File: config.mk
export PLATFORM = sky130hd
export DESIGN_NAME = dual_dac_serial_front
export DESIGN_NICKNAME = d
export VERILOG_FILES = /design/src/rtl/dsf_pkg.sv /design/src/rtl/dsf_sync_line.sv /design/src/rtl/dsf_frame_shifter.sv /design/src/rtl/dsf_latch_bank.sv /design/src/rtl/dual_dac_serial_front.sv
export SDC_FILE = /design/constraint.sdc
export NUM_CORES = 1
export LEC_CHECK = 0
export BUFFER_PORTS_ARGS = -buffer_cell sky130_fd_sc_hd__buf_4
export CAP_MARGIN = 10
export CORE_MARGIN = 1.5
export CORE_UTILIZATION = 51
export CTS_CLUSTER_SIZE = 40
export DETAILED_ROUTE_END_ITERATION = 10
export PLACE_DENSITY = 0.7
export SYNTH_ARGS = -nofsm -noshare
export SYNTH_HDL_FRONTEND = slang
export SYNTH_SLANG_ARGS = --single-unit
File: constraint.sdc
create_clock -name clk -period 3.4 [get_ports clk]
set_input_delay 0.51 -clock clk [delete_from_list [all_inputs] [get_ports clk]]
set_output_delay 0.51 -clock clk [all_outputs]
set_load 0.02 [all_outputs]
File: src/rtl/dsf_pkg.sv
package dsf_pkg;

  localparam int WORD_W = 16;
  localparam int DATA_W = 12;
  localparam int CTRL_W = 4;

  typedef enum logic [1:0] {
    TGT_CHAN_A  = 2'b00,
    TGT_BUFFER  = 2'b01,
    TGT_CONTROL = 2'b10,
    TGT_CHAN_B  = 2'b11
  } target_e;

  typedef struct packed {
    logic       speed_fast;
    logic       power_down;
    logic [1:0] ref_sel;
  } ctrl_t;

  // Target latch chosen by the two steering bits of a word.
  function automatic target_e word_target(input logic [WORD_W-1:0] w);
    return target_e'({w[WORD_W-1], w[DATA_W]});
  endfunction

  // Converter code carried in the low part of a word.
  function automatic logic [DATA_W-1:0] word_data(input logic [WORD_W-1:0] w);
    return w[DATA_W-1:0];
  endfunction

  // Control fields carried in the lowest bits of a control word.
  function automatic ctrl_t word_ctrl(input logic [WORD_W-1:0] w);
    return ctrl_t'(w[CTRL_W-1:0]);
  endfunction

endpackage

File: src/rtl/dsf_sync_line.sv
module dsf_sync_line #(
  parameter int   STAGES = 2,
  parameter logic IDLE   = 1'b0
) (
  input  logic clk,
  input  logic rst_n,
  input  logic din,
  output logic dout
);

  logic [STAGES-1:0] pipe;

  generate
    if (STAGES == 1) begin : g_single
      always_ff @(posedge clk or negedge rst_n) begin
        if (!rst_n) pipe <= IDLE;
        else        pipe <= din;
      end
    end else begin : g_chain
      always_ff @(posedge clk or negedge rst_n) begin
        if (!rst_n) pipe <= {STAGES{IDLE}};
        else        pipe <= {pipe[STAGES-2:0], din};
      end
    end
  endgenerate

  assign dout = pipe[STAGES-1];

endmodule

File: src/rtl/dsf_frame_shifter.sv
module dsf_frame_shifter #(
  parameter int WORD_BITS = 16
) (
  input  logic                 clk,
  input  logic                 rst_n,
  input  logic                 cs_lvl,
  input  logic                 sclk_lvl,
  input  logic                 sd_lvl,
  output logic                 frame_start,
  output logic                 sclk_fall,
  output logic                 in_frame,
  output logic                 commit_pulse,
  output logic [WORD_BITS-1:0] commit_word,
  output logic [$clog2(WORD_BITS+1)-1:0] bit_count
);

  localparam int CW = $clog2(WORD_BITS + 1);
  localparam logic [CW-1:0] LAST_BIT = CW'(WORD_BITS - 1);

  logic                 cs_prev;
  logic                 sclk_prev;
  logic                 frame_done;
  logic [WORD_BITS-1:0] shreg;
  logic                 cs_rise;
  logic                 shift_evt;
  logic                 full_evt;
  logic                 early_evt;

  assign frame_start = cs_prev & ~cs_lvl;
  assign cs_rise     = ~cs_prev & cs_lvl;
  assign sclk_fall   = sclk_prev & ~sclk_lvl;
  assign shift_evt   = sclk_fall & in_frame & ~cs_lvl & ~frame_done;
  assign full_evt    = shift_evt & (bit_count == LAST_BIT);
  assign early_evt   = cs_rise & in_frame & ~frame_done & (bit_count != '0);

  always_ff @(posedge clk or negedge rst_n) begin
    if (!rst_n) begin
      cs_prev   <= 1'b1;
      sclk_prev <= 1'b1;
    end else begin
      cs_prev   <= cs_lvl;
      sclk_prev <= sclk_lvl;
    end
  end

  always_ff @(posedge clk or negedge rst_n) begin
    if (!rst_n) begin
      in_frame   <= 1'b0;
      frame_done <= 1'b0;
      shreg      <= '0;
      bit_count  <= '0;
    end else if (frame_start) begin
      in_frame   <= 1'b1;
      frame_done <= 1'b0;
      shreg      <= '0;
      bit_count  <= '0;
    end else if (cs_rise) begin
      in_frame   <= 1'b0;
    end else if (shift_evt) begin
      shreg      <= {shreg[WORD_BITS-2:0], sd_lvl};
      bit_count  <= bit_count + 1'b1;
      frame_done <= full_evt;
    end
  end

  always_ff @(posedge clk or negedge rst_n) begin
    if (!rst_n) begin
      commit_pulse <= 1'b0;
      commit_word  <= '0;
    end else begin
      commit_pulse <= full_evt | early_evt;
      if (full_evt)       commit_word <= {shreg[WORD_BITS-2:0], sd_lvl};
      else if (early_evt) commit_word <= shreg;
    end
  end

endmodule

File: src/rtl/dsf_latch_bank.sv
module dsf_latch_bank
  import dsf_pkg::*;
(
  input  logic              clk,
  input  logic              rst_n,
  input  logic              commit_pulse,
  input  logic [WORD_W-1:0] commit_word,
  output logic [DATA_W-1:0] chan_a_q,
  output logic [DATA_W-1:0] chan_b_q,
  output logic [DATA_W-1:0] buf_q,
  output ctrl_t             ctrl_q,
  output logic              commit_valid
);

  always_ff @(posedge clk or negedge rst_n) begin
    if (!rst_n) begin
      chan_a_q     <= '0;
      chan_b_q     <= '0;
      buf_q        <= '0;
      ctrl_q       <= '0;
      commit_valid <= 1'b0;
    end else begin
      commit_valid <= commit_pulse;
      if (commit_pulse) begin
        unique case (word_target(commit_word))
          TGT_CHAN_A: begin
            chan_a_q <= word_data(commit_word);
            chan_b_q <= buf_q;
          end
          TGT_CHAN_B:  chan_b_q <= word_data(commit_word);
          TGT_BUFFER:  buf_q    <= word_data(commit_word);
          TGT_CONTROL: ctrl_q   <= word_ctrl(commit_word);
          default: ;
        endcase
      end
    end
  end

endmodule

File: src/rtl/dual_dac_serial_front.sv
module dual_dac_serial_front
  import dsf_pkg::*;
#(
  parameter int SYNC_STAGES = 2
) (
  input  logic              clk,
  input  logic              rst_n,
  input  logic              cs_n,
  input  logic              sclk,
  input  logic              sdin,
  output logic [DATA_W-1:0] chan_a_code,
  output logic [DATA_W-1:0] chan_b_code,
  output logic [1:0]        ref_sel,
  output logic              power_down,
  output logic              speed_fast,
  output logic              commit_valid
);

  localparam int N_LINES = 3;
  localparam int CW      = $clog2(WORD_W + 1);
  // Idle level of each line: index 0 data, 1 serial clock, 2 frame select.
  localparam logic [N_LINES-1:0] IDLE_LVL = 3'b110;

  logic [N_LINES-1:0] raw_lines;
  logic [N_LINES-1:0] sync_lines;

  logic              frame_start;
  logic              sclk_fall;
  logic              in_frame;
  logic              commit_pulse;
  logic [WORD_W-1:0] commit_word;
  logic [CW-1:0]     bit_count;
  target_e           commit_tgt;
  logic [DATA_W-1:0] buf_code;
  ctrl_t             ctrl_q;

  assign raw_lines = {cs_n, sclk, sdin};

  generate
    for (genvar i = 0; i < N_LINES; i++) begin : g_sync
      dsf_sync_line #(
        .STAGES (SYNC_STAGES),
        .IDLE   (IDLE_LVL[i])
      ) u_sync (
        .clk   (clk),
        .rst_n (rst_n),
        .din   (raw_lines[i]),
        .dout  (sync_lines[i])
      );
    end
  endgenerate

  dsf_frame_shifter #(
    .WORD_BITS (WORD_W)
  ) u_shifter (
    .clk          (clk),
    .rst_n        (rst_n),
    .cs_lvl       (sync_lines[2]),
    .sclk_lvl     (sync_lines[1]),
    .sd_lvl       (sync_lines[0]),
    .frame_start  (frame_start),
    .sclk_fall    (sclk_fall),
    .in_frame     (in_frame),
    .commit_pulse (commit_pulse),
    .commit_word  (commit_word),
    .bit_count    (bit_count)
  );

  dsf_latch_bank u_latches (
    .clk          (clk),
    .rst_n        (rst_n),
    .commit_pulse (commit_pulse),
    .commit_word  (commit_word),
    .chan_a_q     (chan_a_code),
    .chan_b_q     (chan_b_code),
    .buf_q        (buf_code),
    .ctrl_q       (ctrl_q),
    .commit_valid (commit_valid)
  );

  assign commit_tgt = word_target(commit_word);
  assign ref_sel    = ctrl_q.ref_sel;
  assign power_down = ctrl_q.power_down;
  assign speed_fast = ctrl_q.speed_fast;

endmodule

==> summary by stage <==
GRT
The largest net degree at the start of global routing is 35. The number of global-route vias before repair was around 2600. The initial antenna violation count was 0. After global routing the overflow that remains totals 0. The first global-routing pass estimated 12800 µm of wire. Across every metal layer, demand over resource in global routing totals 0.193.

Final layout
The most common library cell in the layout ignoring fill and taps is sky130_fd_sc_hd__dfrtp_1. The total of fill cells in the finished design is 589. In the final layout, flip-flops and latches occupy around 2200 µm². In the final layout, the share of cells above drive strength 1 is 0.289.

In the layout the commonest cells are 81 x sky130_fd_sc_hd__dfrtp_1, 40 x sky130_fd_sc_hd__buf_4, 31 x sky130_fd_sc_hd__o21ai_0. The post-route standard cell area excluding fillers is 4430 µm². The relative area change from synthesis to final layout is 12.6%. The combined area of the multi-input logic cells is 1590 µm². The final net count is ~370. The diode insertion count for antenna repair is 0.

Detailed routing
The pre-antenna-repair detailed-routing pass consisted of 4 iterations. Dividing the detail-routed wire length by the instance count gives 15.9 µm. The detail route stage leaves a number of antenna-violating nets equal to 0.

The number of design-rule violations left by the first detailed-router iteration is 109. The number of vias in the routed layout is 2681. Using the TritonRoute via totals, the vias-per-cell ratio works out to 5.84. The final layout contains routed wiring with a total length of about 7300 µm.

After detailed routing, the number of remaining DRC violations is 0.

Clock network
The count of buffers added by post-CTS timing repair for setup is 0. The clock latency on the worst-skew pair is between 0.3 and 0.4 ns. The cell sitting at the root of the clock tree is a sky130_fd_sc_hd__clkbuf_8. The number of buffers between clock root and the deepest sink is 2.

For this design, the CTS-stage hold fixing added 0 buffers. The number of CTS-inserted buffers is 9. The H-tree generated during clock tree synthesis spans 3 levels. The TritonCTS clock tree is yes.

The clock net in this run drives a total of 87 sinks. Clock-pin slew was measured on the worst setup and hold paths at 0.09 ns. The quantity of gates resized following cts is 0.

Min path
The path class of the lowest-slack min-delay path is input port to async pin.

Logic synthesis
Yosys mapped a number of flops with a built-in enable equal to 0. The count of yosys warnings during synthesis is 0. The area fraction of the dominant cell type after synthesis is 0.516. The main flop type after synthesis is sky130_fd_sc_hd__dfrtp_1.

The share of the Yosys chip area taken by registers is 0.556. The biggest area contributor in the post-synthesis netlist is sky130_fd_sc_hd__dfrtp_1. Dividing the synthesized area by the synthesized cell count gives 11.9 µm². After synthesis, the share of flip-flops with an asynchronous set or reset is 1.00. The synthesized design contains 87 register bits. The mapped netlist covers 3930 µm². The number of distinct standard cells referenced by the synthesized netlist is 36. After technology mapping, the gate count stands at 331. Ranked by total cell area, the synthesized netlist is headed by sky130_fd_sc_hd__dfrtp_1 52%, sky130_fd_sc_hd__mux2_2 8.0%, sky130_fd_sc_hd__dfstp_2 4.0%, sky130_fd_sc_hd__o21ai_0 3.9%, sky130_fd_sc_hd__a221o_1 3.6%. The net count after synthesis is 345.

Power and ir drop
In this run the static leakage power is 2.12 nW. The maximum vdd ir drop is ~0.25 mV. In this run the power density over the cells is 455 nW/µm².

Place
The placed wire-length estimate is 4790 µm. In this run the cell area measured after placement is 4230 µm². The count of buffers inserted at the top-level ports is 33. The final weighted congestion in routability-driven placement is 0.907.

Floorplanning
The total number of placement rows is 31. The floorplan core area is about 7400 µm². Pin placement for this block handled 34 I/O pins. The horizontal die dimension is roughly 91 µm. The initial core utilization is 0.533. The die covers 8240 µm².

Measured along the y axis, the die boundary spans 90.8 µm.

Timing
Of the available clock period, the critical path in the final layout requires 0.722. The final-report max-slew violation count is 0. Setup repair after global routing left no endpoint under its margin. The setup total negative slack is 0 ns. The count of endpoints failing hold in the final timing report is 0. For the finished layout, the period the worst path requires is 2.46 ns.

On the final layout, the worst clock skew is 0.00868 ns. The relative slew slack is 0.250. The slew of the pin with the lowest slew margin is 1.13 ns. Setup violations remaining at the end of the flow were counted as 0. For this run, the top clock speed supported by timing is 0.407 GHz.

Setup path
The worst setup path is launched from a flip-flop. The worst setup path is of the flip-flop to flip-flop kind. Along the worst path, the maximum fanout reaches 24.

The required time of the worst setup path is 3.62 ns. The worst setup path is captured at a flip-flop. The arrival time at the worst endpoint is between 2 and 3 ns.

Run
Across the run, the number of max-cap violations was 0.

Run status
The run finished with clean final reports.
state kept, by name, summed over array words and instances, names as in the netlist, 4 cells and up:
register / cells
u_latches.buf_q: 12
u_shifter.shreg: 16
u_latches.ctrl_q: 4
u_latches.chan_a_q: 12
g_sync.u_sync.pipe: 6
u_latches.chan_b_q: 12
u_shifter.bit_count: 5
u_shifter.commit_word: 14
critical path, cell delays in order, from the launching register on:
cell                      delay [ns]
sky130_fd_sc_hd__dfstp_2        0.59
sky130_fd_sc_hd__ha_1           0.74
sky130_fd_sc_hd__nor3b_2        0.09
sky130_fd_sc_hd__buf_4          0.20
sky130_fd_sc_hd__and3_1         0.35
sky130_fd_sc_hd__a221o_1        0.36
per-layer routing:
layer / GRT usage / vias to the layer above / wire (µm)
met4: 0.0729 / 0 / 70
met5: 0 / - / 0
met3: 0.0320 / 6 / 267
li1: - / 1274 / -
met2: 0.315 / 61 / 3510
met1: 0.258 / 1340 / 3450
where the power goes:
group | leakage (nW) | internal (mW) | switching (mW)
Combinational | 0.839 | 0.0633 | 0.133
Clock | 0.0973 | 0.346 | 0.374
Sequential | 1.19 | 1.06 | 0.0318
synthesized netlist by cell type, drive strengths merged (2+ instances only):
library cell / number
dfrtp: 81
o21ai: 31
mux2: 28
nand2: 22
a31oi: 17
clkbuf: 16
or3b: 15
a221o: 14
nor3: 14
o211a: 13
mux2i: 12
buf: 11
ha: 9
inv: 9
dfstp: 6
nand3: 6
nand4: 4
nor2: 3
o211ai: 3
and3: 2
nand2b: 2
nand3b: 2
nor3b: 2
o311ai: 2
through the flow:
| step | power [mW] | utilization | hold WS, ns | instances | setup WS [ns] |
|---|---|---|---|---|---|
| global placement | 1.31 | 0.574 | 0.337 | 443 | 1.05 |
| floorplan | 1.25 | - | 0.214 | 331 | 1.59 |
| global route | 2.10 | 0.601 | 0.113 | 459 | 0.866 |
| detailed placement | 1.32 | 0.574 | 0.337 | 443 | 0.954 |
| finish | 2.01 | 0.601 | 0.101 | 459 | 0.944 |
| CTS | 2.04 | 0.601 | 0.102 | 459 | 0.947 |
cells by family (layout without fill, tap and decap cells):
group / Yosys count / in the layout / synth area share
AOI/OAI and AO/OA: 82 / 82 / 0.149
adders and majority gates: 9 / 9 / 0.0286
buffers and inverters: 36 / 65 / 0.0423
DFF: 87 / 87 / 0.556
muxes: 40 / 40 / 0.111
and+or+nand+nor: 77 / 77 / 0.114
cell type report:
cell class | count | share of cell area
sequential | 87 | 0.494
multi-input combinational | 208 | 0.358
timing repair buffer | 40 | 0.0679
clock buffer | 10 | 0.0288
tap | 99 | 0.0280
clock inverter | 6 | 0.0155
inverter | 9 | 0.00763
path summary, 6_finish.rpt:
check                                          from                        to  slack, ns  cells after the start
max in group asynchronous                     rst_n  g_sync[1].u_sync.pipe[1]       2.56                      2
setup / recovery           g_sync[2].u_sync.pipe[1]        u_shifter.shreg[8]       0.94                      5
min in group clk                               cs_n  g_sync[2].u_sync.pipe[0]       0.27                      1
hold reg to reg            g_sync[0].u_sync.pipe[0]  g_sync[0].u_sync.pipe[1]       0.35                      0
hold / removal                                rst_n     u_latches.chan_b_q[0]       0.10                      1
setup reg to reg           g_sync[2].u_sync.pipe[1]        u_shifter.shreg[8]       0.94                      5
No activity file was read; power rests on OpenSTA's default activity.
